<file path="src/rtl/cnt_pkg.sv">
package cnt_pkg;
  // Per-stage operating mode, resolved by priority: load over count over hold.
  typedef enum logic [1:0] {
    MODE_HOLD  = 2'd0,
    MODE_COUNT = 2'd1,
    MODE_LOAD  = 2'd2
  } mode_e;
endpackage

</file>
<file path="src/rtl/cnt_clr_sync.sv">
module cnt_clr_sync #(
  parameter int STAGES = 2
) (
  input  logic clk,
  input  logic clear_n,
  output logic clr_sync_n
);
  logic [STAGES-1:0] sh;

  // Asserts at once, releases after STAGES rising edges.
  always_ff @(posedge clk or negedge clear_n) begin
    if (!clear_n) sh <= '0;
    else          sh <= (sh << 1) | STAGES'(1);
  end

  assign clr_sync_n = sh[STAGES-1];
endmodule

</file>
<file path="src/rtl/cnt_mode_dec.sv">
module cnt_mode_dec
  import cnt_pkg::*;
(
  input  logic  load_n,
  input  logic  en_p,
  input  logic  en_t,
  output mode_e mode
);
  always_comb begin
    if (!load_n)          mode = MODE_LOAD;
    else if (en_p && en_t) mode = MODE_COUNT;
    else                  mode = MODE_HOLD;
  end
endmodule

</file>
<file path="src/rtl/cnt_stage.sv">
module cnt_stage
  import cnt_pkg::*;
#(
  parameter int W = 4
) (
  input  logic         clk,
  input  logic         clr_n,
  input  logic         load_n,
  input  logic         en_p,
  input  logic         en_t,
  input  logic [W-1:0] d,
  output logic [W-1:0] q,
  output logic         tc
);
  mode_e mode;

  cnt_mode_dec u_dec (
    .load_n (load_n),
    .en_p   (en_p),
    .en_t   (en_t),
    .mode   (mode)
  );

  always_ff @(posedge clk or negedge clr_n) begin
    if (!clr_n) begin
      q <= '0;
    end else begin
      case (mode)
        MODE_LOAD:  q <= d;
        MODE_COUNT: q <= q + 1'b1;
        default:    q <= q;
      endcase
    end
  end

  // Terminal count qualified by the carry-side enable only.
  assign tc = en_t & (&q);
endmodule

</file>
<file path="src/rtl/cnt_chain.sv">
module cnt_chain #(
  parameter  int NSTAGES     = 2,
  parameter  int STAGE_W     = 4,
  parameter  int SYNC_STAGES = 2,
  localparam int TOTAL_W     = NSTAGES * STAGE_W
) (
  input  logic               clk,
  input  logic               clear_n,
  input  logic               load_n,
  input  logic               cnt_en,
  input  logic               chain_en,
  input  logic [TOTAL_W-1:0] din,
  output logic [TOTAL_W-1:0] q,
  output logic               carry_out
);
  logic               clr_sync_n;
  logic [NSTAGES:0]   link;

  cnt_clr_sync #(.STAGES(SYNC_STAGES)) u_sync (
    .clk        (clk),
    .clear_n    (clear_n),
    .clr_sync_n (clr_sync_n)
  );

  assign link[0] = chain_en;

  for (genvar g = 0; g < NSTAGES; g++) begin : g_stage
    cnt_stage #(.W(STAGE_W)) u_stage (
      .clk    (clk),
      .clr_n  (clr_sync_n),
      .load_n (load_n),
      .en_p   (cnt_en),
      .en_t   (link[g]),
      .d      (din[g*STAGE_W +: STAGE_W]),
      .q      (q[g*STAGE_W +: STAGE_W]),
      .tc     (link[g+1])
    );
  end

  assign carry_out = link[NSTAGES];
endmodule

</file>
<file path="config.mk">
export PLATFORM = sky130hd
export DESIGN_NAME = cnt_chain
export DESIGN_NICKNAME = d
export VERILOG_FILES = /design/src/rtl/cnt_pkg.sv /design/src/rtl/cnt_clr_sync.sv /design/src/rtl/cnt_mode_dec.sv /design/src/rtl/cnt_stage.sv /design/src/rtl/cnt_chain.sv
export SDC_FILE = /design/constraint.sdc
export NUM_CORES = 1
export LEC_CHECK = 0
export BUFFER_PORTS_ARGS = -buffer_cell sky130_fd_sc_hd__buf_2
export CAP_MARGIN = 20
export CORE_AREA = 2 2 39 41
export DETAILED_ROUTE_END_ITERATION = 16
export DIE_AREA = 0 0 41 43
export MAX_ROUTING_LAYER = met4
export PLACE_DENSITY = 0.65
export SYNTH_ARGS = -nofsm -noshare
export SYNTH_HDL_FRONTEND = slang
export SYNTH_SLANG_ARGS = --single-unit
</file>
<file path="constraint.sdc">
create_clock -name clk -period 1.44 [get_ports clk]
set_input_delay 0.072 -clock clk [delete_from_list [all_inputs] [get_ports clk]]
set_output_delay 0.072 -clock clk [all_outputs]
set_load 0.005 [all_outputs]
</file>
==> flow_summary.ini, run 1 <==
[sta]
drv_slew = 0
fmax_ghz = 0.738
holdWs_ns = 0.0523
period_minus_slack_ns = 1.35
setup-tns-final_ns = 0
rsz0062_at_grt = false
fin_ws_ns = 0.0854
skew_ns = 0.00114
setup_viol = 0
hold_violations = 0
period_share_pct = 94.1

[cells_and_area]
drive_above_1_share_pct = 35.9
syn_to_final_growth_pct = 33.5
multi_input_area_um2 = 254
nNetsFinal = 95
seqCellArea_um2 = 250
diodes = 0
nFillCells = 154

[run_status]
outcome = complete, no violations

[cts]
numCtsBuffers = 3
insertion_delay_ns = 0.26
cts_max_path_buffers = 2
cts_tree = done
cts-root-buf = clkbuf_4
htreeDepth = 1
clk_pin_slew_worst_paths_ns = 0.06
cts.sinks = 10

[route]
wirelength_um = 1100
dr_wl_met2_um = 490
dr_wl_met3_um = 85
route.detailed.drc = 0
postRouteAntennaNets = 0
met1Wirelength_um = 506
drt_iter0_markers = 11
vias = 474
route.detailed.wl_per_inst_um = 11.6
drt-vias-per-instance = 5.04
highest_layer = met4
firstDrtPassIters = 4

[setup_path]
crit_type = flip-flop to flip-flop
worstSetupEndpointType = flip-flop
crit_path_start_kind = flip-flop
crit_required_ns = 1.62
cp_max_fo = 5
crit_arrival_ns = 1.53

[floorplan]
dieArea_um2 = 1760
die_w_um = 41
die_height_um = 43
start_util_pct = 36.4
ios = 22
rows = 14
core_area_um2 = 1380

[power]
comb_power_share_pct = 20.6
total_leakage_power_uw = 0.000301
cell_internal_pwr_uw = 476
ir_drop_uv = 473
p_switching_uw = 187
p_sw_share_pct = 28.2
clkPwrFrac_pct = 27.7
power_density_nw_per_um2 = 985
pwr-share-seq_pct = 51.7

[synthesis]
ys_async_sr_fraction_pct = 100
syn-cell-area_um2 = 504
synth_warnings = 0
syn-num-nets = 69
synth.top_cell.area_share_pct = 49.6
avgSynthCellArea_um2 = 9.34
synthDistinctLibCells = 17
synthCells = 54
synth_top_area_cell = dfrtp_1
synth_edf_count = 0
ys_top_cells_by_area = dfrtp_1 50%, nor2_1 6.7%, a31oi_1 6.2%
synth_seq_cells = 10
ys_seq_area_share_pct = 49.6
synth.most_common_cell = dfrtp_1
synth-main-ff-cell = dfrtp_1
synthTopCellsByCount = 10 x dfrtp_1, 9 x nor2_1, 5 x a31oi_1, 5 x o21ai_0, 5 x or3_1

[grt]
grt_pass1_wl_um = 1750
grt_pass1_vias = 454
antenna_found_initial = 0
grt_overflow = 0
grt_max_degree = 17
grtUsageTotal_pct = 15.5

[placed_design]
post-place-ws_ns = 0.0412
gp_congestion = 0.775
port-buffer-count = 21

[hold_path]
min_path_type = primary input to flip-flop

[job]
cap_violations = 0
[per-layer routing]
| layer | up-vias | global-route usage [%] |
|---|---|---|
| met5 | - | - |
| met4 | 0 | 12.0 |
| met3 | 2 | 3.14 |
| met2 | 15 | 20.3 |
| met1 | 211 | 20.1 |
| li1 | 246 | - |
[power groups by stage]
stage | Clock, uW | Sequential (uW) | Combinational, uW
CTS | 196 | 342 | 127
detailed placement | 0 | 348 | 124
finish | 184 | 343 | 136
floorplan | 0 | 343 | 67.5
global placement | 0 | 346 | 122
global route | 206 | 350 | 158
[metrics by stage]
stage | power, uW | utilization (%) | cells | cell area, um^2
after floorplan | 411 | - | 54 | 504
after global placement | 468 | 44.8 | 89 | 621
after detailed placement | 471 | 44.8 | 89 | 621
after CTS | 665 | 47.2 | 93 | 653
after global routing | 713 | 48.6 | 94 | 673
final | 663 | 48.6 | 94 | 673
[layout make-up]
cell class,instances,share of cell area [%]
Timing Repair Buffer,23,18.2
Clock buffer,3,3.35
Sequential cell,10,37.2
Tap cell,16,2.97
Multi-Input combinational cell,41,37.7
Inverter,1,0.558
[registers in the layout, indices dropped and copies added, names as in the netlist]
name               flops
g_stage.u_stage.q      8
u_sync.sh              2
[path summary, 6_finish.rpt]
check / slack [ns] / end / cells after the start / startpoint
worst max-delay path: 0.09 / g_stage[1].u_stage.q[1] / 4 / g_stage[1].u_stage.q[0]
worst min-delay path: 0.05 / g_stage[0].u_stage.q[2] / 3 / din[2]
worst max register to register: 0.09 / g_stage[1].u_stage.q[1] / 4 / g_stage[1].u_stage.q[0]
worst min register to register: 0.14 / g_stage[1].u_stage.q[0] / 0 / u_sync.sh[1]
max in group asynchronous: 1.05 / g_stage[1].u_stage.q[3] / 0 / u_sync.sh[1]
min in group asynchronous: 0.12 / u_sync.sh[0] / 2 / clear_n
[cell families after synthesis]
logic type	synth area share [%]
adders and majority gates	4.96
and+or+nand+nor	22.6
muxes	1.99
DFF	49.6
xor gates and xnor gates	3.47
AOI/OAI and AO/OA	14.1
other	0.744
buffers and inverters	2.48
[cells in the final DEF, fill, tap and decap left out, drive strengths merged]
cell and instances:
a31oi 5, mux2i 1, clkbuf 3, nand3 5, dfrtp 10, dlygate4sd3 1, nand4 2, nor2 9
xor2 2, inv 1, o21ai 5, ha 2, nand2 1, buf 22, a21oi 3, or3 5
conb 1
[critical path, cell delays in order, from the launching register on]
cell and delay (ns):
dfrtp_1 0.41, ha_1 0.29, inv_1 0.03, or3_1 0.36
a31oi_1 0.18
[repair_timing]
action / in CTS / in global routing
setup buffers: 0 / 1
endpoints found under the setup margin: 0 / 5
gates resized for setup: 0 / 2
hold buffers: 1 / 0
endpoints found under the hold margin: 2 / 0
Power figures use the tool's default switching activity.
==> run 2, diff against run 1 <==
--- a/config.mk
+++ b/config.mk
@@ -12,6 +12,7 @@
 export DIE_AREA = 0 0 41 43
 export MAX_ROUTING_LAYER = met4
 export PLACE_DENSITY = 0.65
+export RECOVER_POWER = 25
 export SYNTH_ARGS = -nofsm -noshare
 export SYNTH_HDL_FRONTEND = slang
 export SYNTH_SLANG_ARGS = --single-unit
==> run 2 against run 1 <==
  * Clock-buffer cell count unchanged
  * Utilization shrank 0.090 points
  * Critical path type unchanged
  * Die area is the same
  * Setup slack improved by 0.0037 ns
  * Fmax rose by 0.27%
  * Global-route usage stayed put
  * Via count unchanged
  * Non-clock buffer count is the same
  * Highest routed layer unchanged
  * Cell count stayed put
==> flow_summary.ini, run 2 (synthesis results as in run 1) <==
[grt]
met2_usage_pct = 20.3
grt_pass1_vias = 454
grt_overflow = 0
grt_use_met3_pct = 3.14
grt_max_degree = 17
top_usage_layer = met2
grt_pass1_wl_um = 1750
grtUsageTotal_pct = 15.5
antenna_found_initial = 0
met1_usage_pct = 20.1

[cells_and_area]
largest_reg_flops = 8
final_cell_mix = 20 x buf_2, 10 x dfrtp_1, 9 x nor2_1
top_regs = g_stage.u_stage.q x8, u_sync.sh x2
drive_above_1_share_pct = 34.6
seqCellArea_um2 = 250
nNetsFinal = 95
diodes = 0
largest-register = g_stage.u_stage.q
nFillCells = 154
syn_to_final_growth_pct = 33.3
multi_input_area_um2 = 254
layout_commonest_cell = buf_2

[sta]
drv_slew = 0
period_share_pct = 93.8
hold_violations = 0
setup-tns-final_ns = 0
setup_viol = 0
rsz0062_at_grt = false
fmax_ghz = 0.740
skew_ns = 0.00214
period_minus_slack_ns = 1.35

[setup_path]
crit_path_start_kind = flip-flop
r2r-start = g_stage[1].u_stage.q[0]
crit_type = flip-flop to flip-flop
worstSetupEndpointType = flip-flop
crit_chain = ha_1, inv_1, or3_1, a31oi_1
crit_start = g_stage[1].u_stage.q[0]
r2r_setup_slack_ns = 0.09
crit_required_ns = 1.62
r2r_cells = 4
cp_slowest_cell = dfrtp_1
reg2reg_to = g_stage[1].u_stage.q[1]
cp_max_fo = 5
max_stage_delay_ns = 0.41
crit_arrival_ns = 1.53

[job]
cap_violations = 0

[hold_path]
min_path_type = primary input to flip-flop
holdPathStages = 3
hold_end = g_stage[0].u_stage.q[2]
holdCritStartpoint = din[2]

[power]
p_switching_uw = 190
p_sw_share_pct = 28.5
ir_drop_uv = 473
clkPwrFrac_pct = 28.0
total_leakage_power_uw = 0.000298
cell_internal_pwr_uw = 476
pwr-share-seq_pct = 51.5
power_density_nw_per_um2 = 991
finalPower_uw = 666
comb_power_share_pct = 20.4

[cts]
cts_max_path_buffers = 2
htreeDepth = 1
insertion_delay_ns = 0.26
cts_tree = done
numCtsBuffers = 3
cts.sinks = 10
clk_pin_slew_worst_paths_ns = 0.06
cts-root-buf = clkbuf_4

[route]
drt-vias-per-instance = 5.04
vias = 474
route.detailed.wl_per_inst_um = 11.7
postRouteAntennaNets = 0
firstDrtPassIters = 4
wirelength_um = 1100
route.detailed.drc = 0
drt_iter0_markers = 11

[floorplan]
die_height_um = 43
dieArea_um2 = 1760
die_w_um = 41
rows = 14
core_area_um2 = 1380
ios = 22
start_util_pct = 36.4

[placed_design]
port-buffer-count = 21
gp_congestion = 0.775

[run_status]
outcome = complete, no violations
==> run 2: cell count changes in the layout (fill, tap and decap cells not counted) <==
cell,change
buf_2,-1
clkbuf_1,+1
==> run 2: worst max path at each step <==
stage	endpoint	slack (ns)	cells past startpoint
floorplan	g_stage[1].u_stage.q[3]	0.14	4
global placement	g_stage[1].u_stage.q[3]	0.12	4
detailed placement	g_stage[1].u_stage.q[3]	0.04	4
CTS	g_stage[1].u_stage.q[3]	0.04	4
global route	g_stage[1].u_stage.q[3]	0.01	4
finish	g_stage[1].u_stage.q[1]	0.09	4
==> run 2: final cells by class <==
class                   instances  area share [%]
inverters                       1           0.559
flip-flops and latches         10            37.2
well taps                      16            2.98
clock buffers                   3            3.35
multi-input cells              41            37.8
repair buffers                 23            18.1
==> run 2: stage by stage <==
stage | area, um^2 | std cells | setup slack, ns | util, % | hold slack, ns
after CTS | 653 | 93 | 0.0369 | 47.2 | 0.0465
after detailed placement | 621 | 89 | 0.0412 | 44.8 | -0.142
final | 672 | 94 | 0.0891 | 48.6 | 0.0522
after global routing | 672 | 94 | 0.0108 | 48.6 | 0.0687
after floorplan | 504 | 54 | 0.142 | - | -0.224
after global placement | 621 | 89 | 0.116 | 44.8 | -0.143
==> run 2: worst max-delay path: cells and delay by family (launching register included) <==
kind | cells | cell delay, ns
buffers and inverters | 1 | 0.03
and+or+nand+nor | 1 | 0.36
DFF | 1 | 0.41
AOI/OAI and AO/OA | 1 | 0.18
adders and majority gates | 1 | 0.29
==> run 2: power by group through the flow <==
stage	sequential [uW]	clock (uW)	combinational, uW
finish	343	187	136
floorplan	343	0	67.5
global route	350	206	158
CTS	342	196	127
detailed placement	348	0	124
global placement	346	0	122
==> run 2: routing by layer <==
layer	up-vias	wire, um	share of wire [%]
li1	246	-	-
met5	-	0	0
met1	211	508	46
met3	2	85	7.8
met4	0	12	1.1
met2	15	488	45
==> run 2: timing repair <==
item	CTS	global route
hold buffers	1	0
hold endpoints to repair	2	0
resized for setup	0	2
setup endpoints to repair	0	5
setup buffers	0	1
